**src/rtl/rif_pkg.sv**
```systemverilog
package rif_pkg;
    localparam int REG_W   = 8;
    localparam int B_RXOFF = 7;
    localparam int B_PKT   = 6;
    localparam int B_FRM   = 5;
    localparam int B_SHIT  = 4;
    localparam int B_SEND  = 3;
    localparam int B_FIFO  = 2;
    localparam int B_SFD   = 1;
    localparam int B_ACT   = 0;

    typedef enum logic {
        SEL_FLAGS = 1'b0,
        SEL_MASK  = 1'b1
    } reg_sel_e;

    typedef enum logic {
        IRQ_IDLE = 1'b0,
        IRQ_PEND = 1'b1
    } irq_state_e;
endpackage

```
**src/rtl/rif_event_gen.sv**
```systemverilog
module rif_event_gen
    import rif_pkg::*;
#(
    parameter int EN_W  = 8,
    parameter int CNT_W = 8
) (
    input  logic             clk,
    input  logic             rst_n,
    input  logic             ev_pkt_done,
    input  logic             ev_frame_ok,
    input  logic             ev_src_hit,
    input  logic             ev_src_end,
    input  logic             ev_sfd,
    input  logic             ev_act,
    input  logic [EN_W-1:0]  rx_en,
    input  logic [CNT_W-1:0] fifo_cnt,
    input  logic [CNT_W-1:0] fifo_thr,
    input  logic             pkt_read,
    input  logic             more_pkts,
    output logic [REG_W-1:0] evt_vec
);
    logic [EN_W-1:0] rx_prev_q;
    logic            above_q;
    logic            above;
    logic            rx_drop;
    logic            fifo_evt;

    always_ff @(posedge clk) begin
        if (!rst_n) begin
            rx_prev_q <= '0;
            above_q   <= 1'b0;
        end else begin
            rx_prev_q <= rx_en;
            above_q   <= above;
        end
    end

    always_comb begin
        above    = fifo_cnt > fifo_thr;
        rx_drop  = (|rx_prev_q) && !(|rx_en);
        fifo_evt = (above && !above_q) || ev_pkt_done || (pkt_read && more_pkts);
        evt_vec          = '0;
        evt_vec[B_RXOFF] = rx_drop;
        evt_vec[B_PKT]   = ev_pkt_done;
        evt_vec[B_FRM]   = ev_frame_ok;
        evt_vec[B_SHIT]  = ev_src_hit;
        evt_vec[B_SEND]  = ev_src_end;
        evt_vec[B_FIFO]  = fifo_evt;
        evt_vec[B_SFD]   = ev_sfd;
        evt_vec[B_ACT]   = ev_act;
    end
endmodule

```
**src/rtl/rif_flag_bank.sv**
```systemverilog
module rif_flag_bank
    import rif_pkg::*;
(
    input  logic             clk,
    input  logic             rst_n,
    input  logic [REG_W-1:0] evt_vec,
    input  logic             reg_wr,
    input  logic             reg_sel,
    input  logic [REG_W-1:0] reg_wdata,
    output logic [REG_W-1:0] flag_q,
    output logic [REG_W-1:0] mask_q,
    output logic             flag_wr_q
);
    logic flag_wr;
    logic mask_wr;

    assign flag_wr = reg_wr && (reg_sel_e'(reg_sel) == SEL_FLAGS);
    assign mask_wr = reg_wr && (reg_sel_e'(reg_sel) == SEL_MASK);

    for (genvar i = 0; i < REG_W; i++) begin : g_flag
        logic clr_bit;
        assign clr_bit = flag_wr && !reg_wdata[i];
        always_ff @(posedge clk) begin
            if (!rst_n) flag_q[i] <= 1'b0;
            else        flag_q[i] <= evt_vec[i] || (flag_q[i] && !clr_bit);
        end
    end

    always_ff @(posedge clk) begin
        if (!rst_n) begin
            mask_q    <= '0;
            flag_wr_q <= 1'b0;
        end else begin
            if (mask_wr) mask_q <= reg_wdata;
            flag_wr_q <= flag_wr;
        end
    end
endmodule

```
**src/rtl/rif_irq_fsm.sv**
```systemverilog
module rif_irq_fsm
    import rif_pkg::*;
(
    input  logic clk,
    input  logic rst_n,
    input  logic irq_active,
    input  logic flag_wr_q,
    input  logic cpu_clr,
    output logic irq_pending
);
    irq_state_e state_q, state_d;
    logic       active_q;
    logic       trigger;

    assign trigger = irq_active && (!active_q || flag_wr_q);

    always_ff @(posedge clk) begin
        if (!rst_n) begin
            state_q  <= IRQ_IDLE;
            active_q <= 1'b0;
        end else begin
            state_q  <= state_d;
            active_q <= irq_active;
        end
    end

    always_comb begin
        state_d = state_q;
        unique case (state_q)
            IRQ_IDLE: if (trigger)              state_d = IRQ_PEND;
            IRQ_PEND: if (cpu_clr && !trigger)  state_d = IRQ_IDLE;
            default:                            state_d = IRQ_IDLE;
        endcase
    end

    always_comb begin
        irq_pending = (state_q == IRQ_PEND);
    end
endmodule

```
**src/rtl/rif_ctrl.sv**
```systemverilog
module rif_ctrl
    import rif_pkg::*;
#(
    parameter int EN_W  = 8,
    parameter int CNT_W = 8
) (
    input  logic             clk,
    input  logic             rst_n,
    input  logic             ev_pkt_done,
    input  logic             ev_frame_ok,
    input  logic             ev_src_hit,
    input  logic             ev_src_end,
    input  logic             ev_sfd,
    input  logic             ev_act,
    input  logic [EN_W-1:0]  rx_en,
    input  logic [CNT_W-1:0] fifo_cnt,
    input  logic [CNT_W-1:0] fifo_thr,
    input  logic             pkt_read,
    input  logic             more_pkts,
    input  logic             reg_wr,
    input  logic             reg_sel,
    input  logic [7:0]       reg_wdata,
    output logic [7:0]       reg_rdata,
    input  logic             cpu_clr,
    output logic             irq_pending
);
    logic [REG_W-1:0] evt_vec;
    logic [REG_W-1:0] flag_q;
    logic [REG_W-1:0] mask_q;
    logic             flag_wr_q;
    logic             irq_active;

    rif_event_gen #(.EN_W(EN_W), .CNT_W(CNT_W)) u_evt (
        .clk(clk), .rst_n(rst_n),
        .ev_pkt_done(ev_pkt_done), .ev_frame_ok(ev_frame_ok),
        .ev_src_hit(ev_src_hit), .ev_src_end(ev_src_end),
        .ev_sfd(ev_sfd), .ev_act(ev_act),
        .rx_en(rx_en), .fifo_cnt(fifo_cnt), .fifo_thr(fifo_thr),
        .pkt_read(pkt_read), .more_pkts(more_pkts),
        .evt_vec(evt_vec)
    );

    rif_flag_bank u_bank (
        .clk(clk), .rst_n(rst_n), .evt_vec(evt_vec),
        .reg_wr(reg_wr), .reg_sel(reg_sel), .reg_wdata(reg_wdata),
        .flag_q(flag_q), .mask_q(mask_q), .flag_wr_q(flag_wr_q)
    );

    assign irq_active = |(flag_q & mask_q);

    rif_irq_fsm u_fsm (
        .clk(clk), .rst_n(rst_n), .irq_active(irq_active),
        .flag_wr_q(flag_wr_q), .cpu_clr(cpu_clr), .irq_pending(irq_pending)
    );

    assign reg_rdata = (reg_sel_e'(reg_sel) == SEL_MASK) ? mask_q : flag_q;
endmodule

```
**config.mk**
```make
export PLATFORM = sky130hd
export DESIGN_NAME = rif_ctrl
export DESIGN_NICKNAME = d
export VERILOG_FILES = /design/src/rtl/rif_pkg.sv /design/src/rtl/rif_event_gen.sv /design/src/rtl/rif_flag_bank.sv /design/src/rtl/rif_irq_fsm.sv /design/src/rtl/rif_ctrl.sv
export SDC_FILE = /design/constraint.sdc
export NUM_CORES = 1
export LEC_CHECK = 0
export BUFFER_PORTS_ARGS = -buffer_cell sky130_fd_sc_hd__buf_2
export CORE_ASPECT_RATIO = 1.5
export CORE_MARGIN = 4
export CORE_UTILIZATION = 35
export CTS_CLUSTER_SIZE = 14
export DETAILED_ROUTE_END_ITERATION = 6
export PLACE_DENSITY = 0.59
export SLEW_MARGIN = 20
export SYNTH_ARGS = -nofsm -noshare
export SYNTH_HDL_FRONTEND = slang
export SYNTH_SLANG_ARGS = --single-unit
export TNS_END_PERCENT = 100
```
**constraint.sdc**
```tcl
create_clock -name clk -period 2.1 [get_ports clk]
set_input_delay 0.63 -clock clk [delete_from_list [all_inputs] [get_ports clk]]
set_output_delay 0.63 -clock clk [all_outputs]
set_load 0.02 [all_outputs]
```
== Word level (Yosys, flattened, before mapping) ==
Index checks and enable logic that the tools add are counted.
Cells by class
  add/sub/neg operators: 0
  divide/modulo/power cells: 0
  multiplexer cells: 4
  bitwise gates (word level): 3
  multiply operators: 0
  shift-type cells: 0
  equality and inequality tests: 0
  reduce and logical (&&, ||, !) cells: 57
  magnitude comparators: 1
Operator list (number)
  8-bit OR reduction: 3
  1-bit logical AND: 23
  1-bit logical NOT: 20
  1-bit logical OR: 11
  8-bit bitwise AND: 1
  8-bit greater-than comparator: 1
  8-bit two-way mux: 1
  1-bit two-way mux: 2
  1-bit inverter: 2
  1-bit one-hot mux with 2 select lines: 1
Storage, ports and cells
  input bits: 45
  ROM bits: 0
  memories kept: 0
  word-level logic and storage cells: 79
  latch bits: 0
  register bits after elaboration: 28
  bits in writable memories: 0

== Longest topological paths before layout ==
Gate-level depths: netlist (run 1).
  word-level depth: 7
  mapped depth: 6

== By module ==
A second synthesis (run 1) with hierarchy kept.
Second synthesis, totals
  cell total of the unflattened synthesis: 159
  area total of the unflattened synthesis: 1493.9 sq um
By module, submodules not included
  rif_flag_bank: sequential area each 340.3 sq um, cells each 75, area an instance 689.4 sq um, times used 1
  rif_event_gen: sequential area each 180.2 sq um, cells each 64, area an instance 568.0 sq um, times used 1
  rif_ctrl: sequential area each 0.0 sq um, cells each 14, area an instance 167.7 sq um, times used 1
  rif_irq_fsm: sequential area each 40.0 sq um, cells each 6, area an instance 68.8 sq um, times used 1

== Worst setup path after synthesis (run 1) ==
No wires, ideal clock.
  path type: in2out
  start: input reg_sel
  end: output reg_rdata[1]
  data required time: 1.470 ns
  arrival time: 1.317 ns
  path buffers: 2
  path slack: 0.153 ns
  cell stages on the path: 3
  cell sequence: buf_6 buf_2 mux2_2
Between the ends
  longest elaborated chain between the ends: 1
RTL lines
  start, declared: line rif_ctrl.sv:21  | input logic reg_sel,
  8-bit two-way mux: line rif_ctrl.sv:56  | assign reg_rdata = (reg_sel_e'(reg_sel) == SEL_MASK) ? mask_q : flag_q;
  end, declared: line rif_ctrl.sv:23  | output logic [7:0] reg_rdata,
No other way between the ends.

== Final worst setup path (run 1) ==
  start: input reg_sel
  end: output reg_rdata[2]
Same word-level chain as after synthesis.

==> results of run 1 <==
-- synth_stat cells --
cell type,number
ha_1,8
o21ai_0,10
buf_4,1
nor2_1,2
buf_2,1
inv_2,1
nor4_1,4
nand3_1,9
mux2_2,8
o21ai_2,1
inv_1,15
o211ai_1,1
and3_1,1
a311o_1,1
a22oi_1,4
a41oi_1,1
buf_1,1
nor2b_1,1
nand2b_4,1
dfxtp_1,28
and2_1,9
buf_6,1
clkbuf_1,1
and4_1,2
a21oi_1,20
a21boi_0,1
o211a_1,1
nand2_1,14
-- layout make-up --
class                           count  area (sq um)
Sequential cell                    28           561
Inverter                           16          60.1
Tap cell                           42          52.6
Fill cell                         358          1840
Clock buffer                        4          55.1
Multi-Input combinational cell     99           653
Timing Repair Buffer               56           288
-- through the flow --
step                area (sq um)  utilization [%]  hold slack (ns)  std cells
finish                      1670             47.5            0.467        245
global route                1670             47.5            0.501        245
CTS                         1670             47.5            0.471        245
detailed placement          1610             45.9            0.458        241
global placement            1610             45.9            0.445        241
floorplan                   1310                -            0.418        148
-- cells by family after synthesis --
| logic type | Yosys count | share of synthesized area, % |
|---|---|---|
| flip-flops | 28 | 43.0 |
| buffers and inverters | 21 | 7.00 |
| multiplexers | 8 | 6.90 |
| adder cells (fa/ha/maj) | 8 | 7.67 |
| AO/OA/AOI/OAI | 40 | 17.8 |
| AND/OR/NAND/NOR | 43 | 17.6 |
-- state kept, by name, summed over array words and instances (netlist names) --
register	cells
u_evt.rx_prev_q	8
u_bank.flag_wr_q	1
u_fsm.irq_pending	1
u_evt.above_q	1
u_bank.flag_q	8
u_bank.mask_q	8
u_fsm.active_q	1
-- routing by layer --
layer,global-route usage [%],vias to the layer above
met2,24.3,40
met1,14.7,536
met5,0,-
met3,3.56,5
met4,6.96,0
li1,-,627
-- path summary, 6_finish.rpt --
check	start	to	slack (ns)	cells after the start
setup / recovery	reg_sel	reg_rdata[2]	0.04	3
hold / removal	u_fsm.irq_pending	u_fsm.irq_pending	0.47	2
setup reg to reg	u_bank.flag_q[1]	u_fsm.irq_pending	1.06	4
hold reg to reg	u_fsm.irq_pending	u_fsm.irq_pending	0.47	2
-- worst reg2reg max path: cells and delay by family (launching register included) --
kind	cells	cell delay [ns]
flip-flops	1	0.33
AO/OA/AOI/OAI	4	0.60
-- power groups by stage --
stage / logic [mW] / registers [mW] / clock network (mW)
after floorplan: 0.114 / 0.590 / 0
final: 0.193 / 0.579 / 0.325
after CTS: 0.196 / 0.580 / 0.339
after detailed placement: 0.195 / 0.592 / 0
after global placement: 0.186 / 0.591 / 0
after global routing: 0.218 / 0.584 / 0.357
==> results.json, run 1 <==
{
  "run_status": "completed",
  "worstPathBufferInverterCount": 2,
  "ys_warn_count": 0,
  "cts_tree": "built",
  "netSwitchingFraction_pct": 24.9,
  "wl_per_cell_microns": 12.6,
  "tns_ns": 0,
  "worstPathCellList": "buf_2 -> mux2_2 -> buf_2",
  "rsz0062_at_grt": "false",
  "syn_to_final_growth_pct": 27.9,
  "vias": 1208,
  "p_int_mw": 0.824,
  "ys_seq_area_share_pct": 43.0,
  "yosysTopAreaCellShare_pct": 43.0,
  "initial_core_util_pct": 37.1,
  "post-route-min-period_ns": 2.06,
  "critPathKind": "in -> out",
  "cts-root-buf": "clkbuf_8",
  "hpwl_mm": 2.49,
  "clock_latency_ns": 0.27,
  "fin_ws_ns": 0.0439,
  "num_rows": 26,
  "avgSynthCellArea_sq_um": 8.82,
  "synth_area_leader_cell": "dfxtp_1",
  "power_mw": 1.10,
  "pwr_density_cell_nw_per_um2": 657,
  "remaining_drc_errors": 0,
  "pre_cts_ws_ns": 0.0416,
  "antenna_found_initial": 0,
  "critPathCaptureType": "output port",
  "via_per_inst": 4.93,
  "setup_viol": 0,
  "start_kind": "input pin",
  "post_cts_buffers": 0,
  "ys_ff_latch": 28,
  "dr.pass1.iters": 4,
  "worstPathMaxFanout": 12,
  "final_common_cell": "buf_2",
  "slew_viol_final": 0,
  "cts_max_level": 1,
  "timing.slew.headroom_pct": 80.8,
  "p_seq_share_pct": 52.8,
  "max_freq_ghz": 0.486,
  "synth_area_leaders": "dfxtp_1, a21oi_1, ha_1",
  "m1WireLength_mm": 1.27,
  "worst_pin_slew_ns": 0.285,
  "wl_mm": 3.08,
  "hp-class": "reg -> reg",
  "final.setup_skew_ns": 0.00351,
  "critical_path_required_ns": 1.47,
  "fp.dieH_microns": 82.8,
  "slowest_delay_ns": 0.39,
  "crit_path_frequent_cell": "buf_2",
  "core-area_sq_um": 3510,
  "crit_family": "buffers and inverters",
  "clk_pin_slew_ns": 0.09,
  "first_global_vias": 1219,
  "syn_area_sq_um": 1310,
  "wl_met3_microns": 247,
  "cts_inserted_buffers": 3,
  "pwr-share-clk_pct": 29.7,
  "die_area_sq_um": 4790,
  "port-buffer-count": 53,
  "crit_slowest_cell": "mux2_2",
  "synth_cell_types": 28,
  "grt_max_degree": 19,
  "netlist_instances": 148,
  "io_pins": 54,
  "finalCritPeriodShare_pct": 97.9,
  "max-vdd-ir-drop_mv": 0.467,
  "place_congestion": 0.717,
  "clkSinkCount": 28,
  "layout-drive-gt1-share_pct": 35.0,
  "layout_common_cells": "buf_2, dfxtp_1, a21oi_1",
  "cts-resized-gates": 0,
  "synthesis.nets": 201,
  "grt_usage_pct": 13.7,
  "grt_pass1_wl_mm": 5.08,
  "drt_iter0_markers": 30,
  "die_w_microns": 57.9,
  "grt.overflow.total": 0,
  "cts_buffer_depth": 2,
  "cp_data_arrival_time_ns": 1.43,
  "nets": 257,
  "leakagePower_nw": 0.816,
  "cap_viol_max_count": 0,
  "antenna_cells": 0,
  "ant_nets": 0,
  "highest_layer": "met4",
  "final-hold-violation-count": 0,
  "power.switching_mw": 0.273,
  "wl_met2_mm": 1.50,
  "cts_hold_buf": 0,
  "combPwrFrac_pct": 17.6
}
No activity file was read; power rests on OpenSTA's default activity.
==> run 2, diff against run 1 <==
--- a/config.mk
+++ b/config.mk
@@ -6,12 +6,14 @@
 export NUM_CORES = 1
 export LEC_CHECK = 0
 export BUFFER_PORTS_ARGS = -buffer_cell sky130_fd_sc_hd__buf_2
+export CELL_PAD_IN_SITES_DETAIL_PLACEMENT = 1
+export CELL_PAD_IN_SITES_GLOBAL_PLACEMENT = 2
 export CORE_ASPECT_RATIO = 1.5
 export CORE_MARGIN = 4
-export CORE_UTILIZATION = 35
+export CORE_UTILIZATION = 26
 export CTS_CLUSTER_SIZE = 14
 export DETAILED_ROUTE_END_ITERATION = 6
-export PLACE_DENSITY = 0.59
+export PLACE_DENSITY = 0.75
 export SLEW_MARGIN = 20
 export SYNTH_ARGS = -nofsm -noshare
 export SYNTH_HDL_FRONTEND = slang
==> results.json, run 2 (same netlist as run 1, synthesis figures left out) <==
{
  "die_area_sq_um": 6240,
  "whs_ns": 0.459,
  "final_common_cell": "buf_2",
  "top_regs": "u_bank.flag_q: 8 flops, u_bank.mask_q: 8 flops, u_evt.rx_prev_q: 8 flops",
  "grt_usage_pct": 11.3,
  "cts_inserted_buffers": 3,
  "pwr_density_cell_nw_per_um2": 700,
  "cap_viol_max_count": 0,
  "wl_per_cell_microns": 12.7,
  "via_per_inst": 4.55,
  "area.sequential_sq_um": 561,
  "fp.dieH_microns": 94.8,
  "port-buffer-count": 53,
  "place_congestion": 0.713,
  "hpwl_mm": 2.79,
  "critPathCaptureType": "output port",
  "cts_hold_buf": 0,
  "layout-drive-gt1-share_pct": 35.0,
  "multi_input_area_sq_um": 653,
  "final-hold-violation-count": 0,
  "setup_viol": 0,
  "first_global_vias": 1239,
  "clkSinkCount": 28,
  "dr.pass1.iters": 4,
  "nets": 257,
  "vias": 1223,
  "syn_to_final_growth_pct": 31.4,
  "max_freq_ghz": 0.494,
  "reg2reg_slack_ns": 1.01,
  "leakagePower_nw": 0.823,
  "post_cts_buffers": 0,
  "cts_tree": "built",
  "cts-root-buf": "clkbuf_8",
  "num_rows": 31,
  "grt_pass1_wl_mm": 5.59,
  "fillers": 612,
  "tns_ns": 0,
  "wl_mm": 3.42,
  "grt.overflow.total": 0,
  "cp_data_arrival_time_ns": 1.39,
  "start_kind": "input pin",
  "max-vdd-ir-drop_mv": 0.380,
  "initial_core_util_pct": 26.9,
  "layout_common_cells": "buf_2, dfxtp_1, a21oi_1",
  "worst_pin_slew_ns": 0.319,
  "antenna_cells": 0,
  "run_status": "completed",
  "critPathKind": "in -> out",
  "cts_max_level": 1,
  "clock_latency_ns": 0.27,
  "worstPathMaxFanout": 10,
  "timing.slew.headroom_pct": 78.7,
  "rsz0062_at_grt": "false",
  "finalCritPeriodShare_pct": 96.3,
  "post-route-min-period_ns": 2.02,
  "hp-class": "reg -> reg",
  "clk_pin_slew_ns": 0.10,
  "final.setup_skew_ns": 0.00153,
  "remaining_drc_errors": 0,
  "drt_iter0_markers": 92,
  "slew_viol_final": 0,
  "antenna_found_initial": 0,
  "cts_buffer_depth": 2,
  "critical_path_required_ns": 1.47,
  "ant_nets": 0,
  "grt_max_degree": 17,
  "io_pins": 54,
  "die_w_microns": 65.8,
  "cts-resized-gates": 0,
  "core-area_sq_um": 4850
}
run 2: changes by cell type in the layout (fill, tap and decap cells not counted), sizes merged:
cell	delta
bufinv	+1
clkbuf	-1
run 2: worst paths after layout:
kind                     from                end  cells after the start
min          u_bank.flag_wr_q  u_fsm.irq_pending                      2
min reg2reg  u_bank.flag_wr_q  u_fsm.irq_pending                      2
max                   reg_sel       reg_rdata[2]                      3
max reg2reg  u_bank.flag_q[3]  u_fsm.irq_pending                      4
run 2: final cells by class:
cell class / count / area share (%)
clock buffers: 3 / 2.41
clock inverters: 1 / 1.75
inverters: 16 / 3.50
multi-input cells: 99 / 38.1
flip-flops and latches: 28 / 32.7
well taps: 66 / 4.81
repair buffers: 56 / 16.8
run 2: critical path: stages:
cell and delay [ns]:
buf_2 0.23, mux2_2 0.37, buf_2 0.16
run 2: per-stage QoR:
step / worst slack [ns] / total power [mW] / instances / utilization (%) / area [sq um]
after global routing: 0.0569 / 1.27 / 269 / 35.4 / 1720
after detailed placement: 0.0830 / 0.790 / 265 / 33.9 / 1640
after floorplan: 0.153 / 0.704 / 148 / - / 1310
after global placement: 0.0999 / 0.787 / 265 / 33.9 / 1640
final: 0.0777 / 1.20 / 269 / 35.4 / 1720
after CTS: 0.0746 / 1.22 / 269 / 35.4 / 1720
run 2: report_power, final:
part / switching, mW / total (mW) / internal, mW / leakage (nW)
Sequential: 0.0171 / 0.580 / 0.563 / 0.232
Clock: 0.172 / 0.427 / 0.255 / 0.0357
Combinational: 0.100 / 0.193 / 0.0931 / 0.556
Total: 0.289 / 1.20 / 0.911 / 0.823
run 2: layer usage:
metal  up-vias  track usage [%]  wire length [microns]
met1       548             13.4                   1470
met5         -                0                      0
met3         8             1.67                    196
met4         0             5.02                     92
li1        625                -                      -
met2        42             19.8                   1660
==> run 3, diff against run 2 <==
--- a/config.mk
+++ b/config.mk
@@ -14,6 +14,7 @@
 export CTS_CLUSTER_SIZE = 14
 export DETAILED_ROUTE_END_ITERATION = 6
 export PLACE_DENSITY = 0.75
+export REMOVE_ABC_BUFFERS = 1
 export SLEW_MARGIN = 20
 export SYNTH_ARGS = -nofsm -noshare
 export SYNTH_HDL_FRONTEND = slang
==> results.json, run 3 (same netlist as run 1, synthesis figures left out) <==
{
  "cts_buffer_depth": 2,
  "grt_max_degree": 17,
  "cts_inserted_buffers": 3,
  "clk_pin_slew_ns": 0.09,
  "critPathCaptureType": "output port",
  "critPathLaunch": "reg_sel",
  "post_cts_buffers": 0,
  "hp-class": "reg -> reg",
  "dp_cells": 265,
  "reg2reg_slack_ns": 1.01,
  "timing.slew.headroom_pct": 80.6,
  "worstPathMaxFanout": 10,
  "grt.overflow.total": 0,
  "multi_input_area_sq_um": 653,
  "initial_core_util_pct": 26.9,
  "dr.pass1.iters": 2,
  "clock_latency_ns": 0.28,
  "max-vdd-ir-drop_mv": 0.220,
  "io_pins": 54,
  "worstHoldStart": "u_bank.flag_wr_q",
  "cts-root-buf": "clkbuf_8",
  "place_congestion": 0.668,
  "cp_data_arrival_time_ns": 1.38,
  "post-route-min-period_ns": 2.01,
  "vias": 1236,
  "remaining_drc_errors": 0,
  "pre_cts_ws_ns": 0.0897,
  "syn_to_final_growth_pct": 31.4,
  "cts_max_level": 1,
  "slew_viol_final": 0,
  "critPathKind": "in -> out",
  "final-hold-violation-count": 0,
  "tns_ns": 0,
  "pwr_density_cell_nw_per_um2": 696,
  "wl_per_cell_microns": 12.5,
  "run_status": "completed",
  "max_freq_ghz": 0.497,
  "hpwl_mm": 2.78,
  "finalCritPeriodShare_pct": 95.9,
  "whs_ns": 0.463,
  "die_area_sq_um": 6240,
  "final.setup_skew_ns": 0.00462,
  "top_regs": "u_bank.flag_q: 8 flops, u_bank.mask_q: 8 flops, u_evt.rx_prev_q: 8 flops",
  "layout_common_cells": "buf_2, dfxtp_1, a21oi_1",
  "cts_hold_buf": 0,
  "first_global_vias": 1297,
  "leakagePower_nw": 0.823,
  "wl_mm": 3.36,
  "drt_iter0_markers": 55,
  "ant_nets": 0,
  "cts_tree": "built",
  "final_common_cell": "buf_2",
  "antenna_found_initial": 0,
  "layout-drive-gt1-share_pct": 35.0,
  "port-buffer-count": 53,
  "worst_pin_slew_ns": 0.290,
  "cts-resized-gates": 0,
  "setup_viol": 0,
  "num_rows": 31,
  "antenna_cells": 0,
  "via_per_inst": 4.59,
  "die_w_microns": 65.8,
  "clkSinkCount": 28,
  "fillers": 613,
  "fin_ws_ns": 0.0862,
  "core-area_sq_um": 4850,
  "critical_path_required_ns": 1.47,
  "grt_usage_pct": 11.7,
  "fp.dieH_microns": 94.8,
  "cap_viol_max_count": 0,
  "fin_cells": 269,
  "start_kind": "input pin",
  "worstReg2RegStart": "u_bank.flag_q[3]",
  "area.sequential_sq_um": 561,
  "grt_pass1_wl_mm": 5.72,
  "nets": 257,
  "rsz0062_at_grt": "false"
}
==> run 3: critical path, cell delays in order <==
cell and delay [ns]:
buf_2 0.22, mux2_2 0.37, buf_2 0.16
==> run 3: final timing paths <==
kind	endpoint	cells past startpoint
worst max-delay path	reg_rdata[7]	3
worst min-delay path	u_fsm.irq_pending	2
worst max register to register	u_fsm.irq_pending	4
worst min register to register	u_fsm.irq_pending	2
==> run 3: area by class of cell <==
type                       instances  share of cell area (%)
multi-input combinational         99                    38.1
sequential                        28                    32.7
timing repair buffer              56                    16.8
tap                               66                    4.81
inverter                          16                    3.50
clock buffer                       3                    2.41
clock inverter                     1                    1.75
==> run 3: power breakdown <==
| part | internal, mW | total [mW] | leakage (nW) | switching, mW |
|---|---|---|---|---|
| clock network | 0.255 | 0.421 | 0.0357 | 0.165 |
| registers | 0.563 | 0.580 | 0.232 | 0.0173 |
| logic | 0.0931 | 0.193 | 0.556 | 0.0997 |
| total | 0.911 | 1.19 | 0.823 | 0.282 |
==> run 3: layer usage <==
layer  GRT usage, %  routed length (microns)
met5              0                        0
met4           5.19                       68
met3           2.26                      191
met2           21.3                     1760
met1           12.9                     1340
==> run 3: stage by stage <==
step                util, %  cell area, sq um  power, mW
detailed placement     33.9              1640      0.790
finish                 35.4              1720       1.19
global route           35.4              1720       1.26
CTS                    35.4              1720       1.21
floorplan                 -              1270      0.691
global placement       33.9              1640      0.787
